## config.mk

```make
export PLATFORM = sky130hd
export DESIGN_NAME = wdog_keyed
export DESIGN_NICKNAME = d
export VERILOG_FILES = /design/src/rtl/wdt_pkg.sv /design/src/rtl/wdt_keygate.sv /design/src/rtl/wdt_count.sv /design/src/rtl/wdt_rstgen.sv /design/src/rtl/wdog_keyed.sv
export SDC_FILE = /design/constraint.sdc
export NUM_CORES = 1
export LEC_CHECK = 0
export BUFFER_PORTS_ARGS = -buffer_cell sky130_fd_sc_hd__buf_4
export CAP_MARGIN = 5
export CORE_MARGIN = 8
export CORE_UTILIZATION = 45
export DETAILED_ROUTE_END_ITERATION = 12
export GPL_TIMING_DRIVEN = 0
export PLACE_DENSITY = 0.76
export SLEW_MARGIN = 10
export SYNTH_ARGS = -nofsm -noshare
export SYNTH_HDL_FRONTEND = slang
export SYNTH_SLANG_ARGS = --single-unit
```

## constraint.sdc

```tcl
create_clock -name clk -period 1.4 [get_ports clk]
set_clock_uncertainty 0.2 [all_clocks]
set_input_delay 0.07 -clock clk [delete_from_list [all_inputs] [get_ports clk]]
set_output_delay 0.07 -clock clk [all_outputs]
set_load 0.05 [all_outputs]
```

## src/rtl/wdt_pkg.sv

```systemverilog
package wdt_pkg;

    localparam logic [7:0] KEY_CNT = 8'h5A;
    localparam logic [7:0] KEY_CTL = 8'hA5;

    localparam int ADDR_SHARED = 0;
    localparam int ADDR_CNT_RD = 1;
    localparam int ADDR_RCTL   = 2;

    localparam int TEN_BIT  = 5;
    localparam int EXT_BIT  = 6;
    localparam int FLAG_BIT = 7;

    typedef enum logic [0:0] {
        RS_IDLE  = 1'b0,
        RS_PULSE = 1'b1
    } rst_state_e;

endpackage

```

## src/rtl/wdt_keygate.sv

```systemverilog
module wdt_keygate
    import wdt_pkg::*;
#(
    parameter int ADDR_W = 4
) (
    input  logic [ADDR_W-1:0] bus_addr,
    input  logic [7:0]        key_byte,
    input  logic              flag_bit,
    input  logic              bus_word,
    input  logic              bus_wr,
    output logic              we_cnt,
    output logic              we_ctl,
    output logic              we_ext,
    output logic              clr_flag
);

    logic word_wr;
    logic at_shared;
    logic at_rctl;

    always_comb begin
        word_wr   = bus_wr && bus_word;
        at_shared = (bus_addr == ADDR_W'(ADDR_SHARED));
        at_rctl   = (bus_addr == ADDR_W'(ADDR_RCTL));
        we_cnt    = word_wr && at_shared && (key_byte == KEY_CNT);
        we_ctl    = word_wr && at_shared && (key_byte == KEY_CTL);
        we_ext    = word_wr && at_rctl   && (key_byte == KEY_CNT);
        clr_flag  = word_wr && at_rctl   && (key_byte == KEY_CTL) && !flag_bit;
    end

endmodule

```

## src/rtl/wdt_count.sv

```systemverilog
module wdt_count #(
    parameter int PRESC_DIV = 4
) (
    input  logic       clk,
    input  logic       rst_n,
    input  logic       ten,
    input  logic       we_cnt,
    input  logic [7:0] wdata_lo,
    output logic [7:0] cnt_o,
    output logic       ovf_o
);

    localparam int PRE_W = (PRESC_DIV > 1) ? $clog2(PRESC_DIV) : 1;
    localparam logic [PRE_W-1:0] PRE_LAST = PRE_W'(PRESC_DIV - 1);

    logic [PRE_W-1:0] pre_q;
    logic [7:0]       cnt_q;
    logic             ovf_q;
    logic             tick;

    always_comb begin
        tick = ten && (pre_q == PRE_LAST);
    end

    always_ff @(posedge clk or negedge rst_n) begin
        if (!rst_n) begin
            pre_q <= '0;
        end else if (!ten || tick) begin
            pre_q <= '0;
        end else begin
            pre_q <= pre_q + 1'b1;
        end
    end

    always_ff @(posedge clk or negedge rst_n) begin
        if (!rst_n) begin
            cnt_q <= '0;
            ovf_q <= 1'b0;
        end else begin
            ovf_q <= tick && (cnt_q == 8'hFF) && !we_cnt;
            if (we_cnt) begin
                cnt_q <= wdata_lo;
            end else if (tick) begin
                cnt_q <= cnt_q + 8'd1;
            end
        end
    end

    assign cnt_o = cnt_q;
    assign ovf_o = ovf_q;


    cnt_hold_chk: assert property (@(posedge clk) disable iff (!rst_n)
        (!ten && !we_cnt) |=> $stable(cnt_q));


    wr_wins_chk: assert property (@(posedge clk) disable iff (!rst_n)
        we_cnt |=> (!ovf_q && cnt_q == $past(wdata_lo)));


    wrap_zero_chk: assert property (@(posedge clk) disable iff (!rst_n)
        ovf_q |-> (cnt_q == 8'h00));

endmodule

```

## src/rtl/wdt_rstgen.sv

```systemverilog
module wdt_rstgen
    import wdt_pkg::*;
#(
    parameter int RST_CYCLES = 16
) (
    input  logic clk,
    input  logic rst_n,
    input  logic ovf,
    input  logic ext_en,
    output logic rst_int_o,
    output logic rst_ext_o
);

    localparam int PC_W = (RST_CYCLES > 1) ? $clog2(RST_CYCLES) : 1;
    localparam logic [PC_W-1:0] PC_LAST = PC_W'(RST_CYCLES - 1);

    rst_state_e    state_q;
    rst_state_e    state_d;
    logic [PC_W-1:0] pc_q;

    always_comb begin
        state_d = state_q;
        unique case (state_q)
            RS_IDLE:  if (ovf) state_d = RS_PULSE;
            RS_PULSE: if (pc_q == PC_LAST) state_d = RS_IDLE;
            default:  state_d = RS_IDLE;
        endcase
    end

    always_ff @(posedge clk or negedge rst_n) begin
        if (!rst_n) begin
            state_q <= RS_IDLE;
            pc_q    <= '0;
        end else begin
            state_q <= state_d;
            pc_q    <= (state_q == RS_PULSE && state_d == RS_PULSE) ? pc_q + 1'b1 : '0;
        end
    end

    always_comb begin
        rst_int_o = (state_q == RS_PULSE);
        rst_ext_o = (state_q == RS_PULSE) && ext_en;
    end


    pulse_start_chk: assert property (@(posedge clk) disable iff (!rst_n)
        (state_q == RS_IDLE && ovf) |=> rst_int_o);


    pulse_fresh_chk: assert property (@(posedge clk) disable iff (!rst_n)
        $rose(rst_int_o) |-> (pc_q == '0));


    ext_gate_chk: assert property (@(posedge clk) disable iff (!rst_n)
        rst_ext_o |-> rst_int_o);

endmodule

```

## src/rtl/wdog_keyed.sv

```systemverilog
module wdog_keyed
    import wdt_pkg::*;
#(
    parameter int ADDR_W     = 4,
    parameter int PRESC_DIV  = 4,
    parameter int RST_CYCLES = 16
) (
    input  logic              clk,
    input  logic              rst_n,
    input  logic [ADDR_W-1:0] bus_addr,
    input  logic [15:0]       bus_wdata,
    input  logic              bus_word,
    input  logic              bus_wr,
    input  logic              bus_rd,
    output logic [7:0]        bus_rdata,
    output logic              rst_int_o,
    output logic              rst_ext_o
);

    logic       we_cnt;
    logic       we_ctl;
    logic       we_ext;
    logic       clr_flag;
    logic [7:0] ctrl_q;
    logic       ext_q;
    logic       flag_q;
    logic [7:0] cnt_val;
    logic       ovf;

    wdt_keygate #(.ADDR_W(ADDR_W)) u_gate (
        .bus_addr (bus_addr),
        .key_byte (bus_wdata[15:8]),
        .flag_bit (bus_wdata[FLAG_BIT]),
        .bus_word (bus_word),
        .bus_wr   (bus_wr),
        .we_cnt   (we_cnt),
        .we_ctl   (we_ctl),
        .we_ext   (we_ext),
        .clr_flag (clr_flag)
    );

    wdt_count #(.PRESC_DIV(PRESC_DIV)) u_cnt (
        .clk      (clk),
        .rst_n    (rst_n),
        .ten      (ctrl_q[TEN_BIT]),
        .we_cnt   (we_cnt),
        .wdata_lo (bus_wdata[7:0]),
        .cnt_o    (cnt_val),
        .ovf_o    (ovf)
    );

    wdt_rstgen #(.RST_CYCLES(RST_CYCLES)) u_rst (
        .clk       (clk),
        .rst_n     (rst_n),
        .ovf       (ovf),
        .ext_en    (ext_q),
        .rst_int_o (rst_int_o),
        .rst_ext_o (rst_ext_o)
    );

    always_ff @(posedge clk or negedge rst_n) begin
        if (!rst_n) begin
            ctrl_q <= '0;
            ext_q  <= 1'b0;
            flag_q <= 1'b0;
        end else begin
            if (we_ctl) ctrl_q <= bus_wdata[7:0];
            if (we_ext) ext_q  <= bus_wdata[EXT_BIT];
            if (ovf) begin
                flag_q <= 1'b1;
            end else if (clr_flag) begin
                flag_q <= 1'b0;
            end
        end
    end

    always_comb begin
        bus_rdata = 8'h00;
        if (bus_rd) begin
            case (bus_addr)
                ADDR_W'(ADDR_SHARED): bus_rdata = ctrl_q;
                ADDR_W'(ADDR_CNT_RD): bus_rdata = cnt_val;
                ADDR_W'(ADDR_RCTL):   bus_rdata = {flag_q, ext_q, 6'h3F};
                default:              bus_rdata = 8'h00;
            endcase
        end
    end


    byte_ignore_chk: assert property (@(posedge clk) disable iff (!rst_n)
        (bus_wr && !bus_word) |=> ($stable(ctrl_q) && $stable(ext_q)));


    flag_sticky_chk: assert property (@(posedge clk) disable iff (!rst_n)
        (flag_q && !clr_flag) |=> flag_q);


    rsvd_ones_chk: assert property (@(posedge clk) disable iff (!rst_n)
        (bus_rd && bus_addr == ADDR_W'(ADDR_RCTL)) |-> (bus_rdata[5:0] == 6'h3F));

endmodule

```

==> impl_metrics.tcl <==
set metrics [dict create \
    r2r-end "u_cnt.cnt_o[7]" \
    hold_path_depth 5 \
    setup_viol 11 \
    setup_ws_ps -190 \
    synth_top_area_share_pct 45.8 \
    post-place-ws_ps -146 \
    grt_pass1_wl_mm 6.07 \
    syn_to_final_growth_pct 56.6 \
    timing.final.crit_period_ps 1590 \
    hold_ws_ps -6.79 \
    initial_core_util_pct 46.9 \
    place.gp.congestion 0.858 \
    hold_path_class "in -> reg" \
    power_mw 1.62 \
    synth_edf_count 0 \
    nets 234 \
    dp_hpwl_mm 2.67 \
    drv_slew 0 \
    ys_seq_area_share_pct 45.8 \
    antenna_found_initial 0 \
    holdBufCountCts 12 \
    clock_path_buffers 2 \
    cts_tree "built" \
    ys_ff_latch 26 \
    drtIter0Drc 101 \
    drc 0 \
    hp-start "bus_addr[2]" \
    p_leak_nw 1.04 \
    ys_warn_count 0 \
    tns_ps -1360 \
    required_ps 1130 \
    swShare_pct 25.0 \
    rsz0062_at_grt "yes" \
    p_switching_uw 406 \
    grt_pass1_vias 1328 \
    core_area_um2 3030 \
    r2r_slack_ps -150 \
    yosys_most_used_dff "dfrtp_1" \
    syn_inst 143 \
    max_freq_mhz 629 \
    netlist_area_um2 1420 \
    rows 20 \
    vias 1371 \
    crit_fanout 2 \
    clkTransAtPathRegs_ps 130 \
    p_seq_share_pct 48.7 \
    cellInternalPower_mw 1.22 \
    cts-root-buf "clkbuf_4" \
    finalCritPeriodShare_pct 114 \
    io_pins 35 \
    async_reset_ff_share_pct 100 \
    post-route-util_pct 73.5 \
    clk_latency_ps 320 \
    power_frac_comb_pct 19.8 \
    die_x_um 72.2 \
    crit_type "reg -> out" \
    outcome "finished, violations left" \
    yosys.area.top_type "dfrtp_1" \
    reg2reg_from "u_cnt.cnt_o[2]" \
    grt.overflow.total 0 \
    syn_avg_cell_area_um2 9.94 \
    ir_drop_mv 0.699 \
    fp.dieArea_um2 5210 \
    wl_mm 4.30 \
    whs_endpoint "u_cnt.cnt_o[3]" \
    synth_area_leaders "dfrtp_1 (46%), nor2_1 (9.0%), mux2_2 (7.1%)" \
    n_antenna_cell 0 \
    die_h_um 72.2 \
    clockPowerShare_pct 31.5 \
    power_density_nw_per_um2 729 \
    io_buffer_count 34 \
    grt_max_degree 27 \
    clock-sinks 26 \
    grt_use_total_pct 14.4 \
    tightestPinTransition_ps 456 \
    critPathArrivalTime_ps 1320 \
    critPathCaptureType "output port" \
    antenna_left 0 \
    firstDrtPassIters 4 \
    numCtsBuffers 3 \
    relSlewSlack_pct 69.5 \
    wl_per_cell_um 17.2 \
    htreeDepth 1 \
    drive_gt1_share_pct 51.7 \
    cap_violations 0 \
    r2r_cells 4 \
    syn_nets 171 \
    via_per_inst 5.51 \
    ys_types 30 \
    cp-start-kind "flip-flop" \
    nFillCells 194 \
    hold_viol 1 \
    violations "negative hold slack, negative setup slack" \
]
through the flow:
step | cell area, µm² | hold slack, ps | instances
2_1_floorplan | 1440 | -426 | 143
3_3_place_gp | 1750 | -207 | 221
3_5_place_dp | 1750 | -203 | 221
4_1_cts | 2080 | -26.4 | 246
5_1_grt | 2230 | 13.6 | 249
6_report | 2230 | -6.79 | 249
placed cells by master, fill, tap and decap left out, drive strengths merged:
cell type and n:
xnor2 5, nand4 5, dlygate4sd3 12, xor2 3, and4bb 5, nand3 6, mux2i 3, o31ai 1
nor2b 2, o221a 1, nor3b 1, dfrtp 26, and2 2, mux2 9, o21ai 1, a2bb2oi 1
buf 49, and3b 1, bufinv 1, nand2 7, nor2 35, nor3 2, nor4b 1, ha 3
clkbuf 3, a21oi 16, and3 2, inv 2
flip-flops by register name (all words and copies together) (netlist names):
register,cells
ctrl_q,8
ext_q,1
flag_q,1
u_cnt.cnt_o,8
u_cnt.ovf_o,1
u_cnt.pre_q,2
u_rst.pc_q,4
u_rst.rst_int_o,1
kinds of logic after synthesis:
kind of cell | synth area share [%]
adder cells (fa/ha/maj) | 2.64
multiplexers | 9.24
AND/OR/NAND/NOR | 27.7
flip-flops | 45.8
AO/OA/AOI/OAI | 7.92
buffers and inverters | 1.76
XOR/XNOR | 4.93
layout make-up:
cell class	instances	area, µm²	share of cell area, %
multi-input cells	112	933	41.9
flip-flops and latches	26	657	29.5
repair buffers	58	503	22.6
well taps	44	55.1	2.47
clock inverters	1	30.0	1.35
clock buffers	3	22.5	1.01
plain buffers	3	17.5	0.787
inverters	2	7.51	0.337
worst max-delay path, cell delays in order (launching register included):
cell     delay, ps
dfrtp_1        420
nor2_1         130
nor2_1          70
a21oi_2        160
nor2_2          60
buf_6          160
per-layer routing:
layer | share of wire [%] | GRT usage (%)
met4 | 1.4 | 4.99
met2 | 56 | 26.6
met5 | 0 | 0
met1 | 38 | 15.8
met3 | 4.9 | 3.03
power groups by stage:
stage          combinational, mW  sequential (mW)  clock (mW)
2_1_floorplan             0.0988            0.829           0
6_report                   0.322            0.790       0.511
5_1_grt                    0.344            0.793       0.550
3_5_place_dp               0.237            0.810           0
3_3_place_gp               0.230            0.806           0
4_1_cts                    0.312            0.789       0.532
cells in the mapped netlist, types with 2 or more instances:
| cell type | instances |
|---|---|
| nand4_1 | 3 |
| nand2_1 | 7 |
| dfrtp_1 | 26 |
| buf_2 | 2 |
| xor2_1 | 3 |
| a21oi_1 | 16 |
| nand3_1 | 6 |
| nand4_4 | 2 |
| and4bb_2 | 5 |
| and2_1 | 2 |
| nor2_1 | 34 |
| inv_1 | 2 |
| mux2i_1 | 3 |
| mux2_2 | 9 |
| xnor2_1 | 5 |
| and3_1 | 2 |
| ha_1 | 3 |
how the worst max path moves through the flow:
stage                        end  slack, ps            from
floorplan           bus_rdata[6]       -150     bus_addr[3]
global placement    bus_rdata[3]       -110     bus_addr[0]
detailed placement         ext_q       -150     bus_addr[0]
CTS                 bus_rdata[7]       -150  u_cnt.cnt_o[7]
global route        bus_rdata[6]       -280  u_cnt.cnt_o[6]
finish              bus_rdata[3]       -190       ctrl_q[3]
repair_timing:
item / CTS / global route
endpoints found under the setup margin: 17 / 14
pin swaps: 9 / 24
setup buffers: 9 / 3
gates resized for setup: 23 / 25
cloned: 0 / 0
endpoints found under the hold margin: 44 / 3
Note: power is estimated with default switching activity, not from simulation.
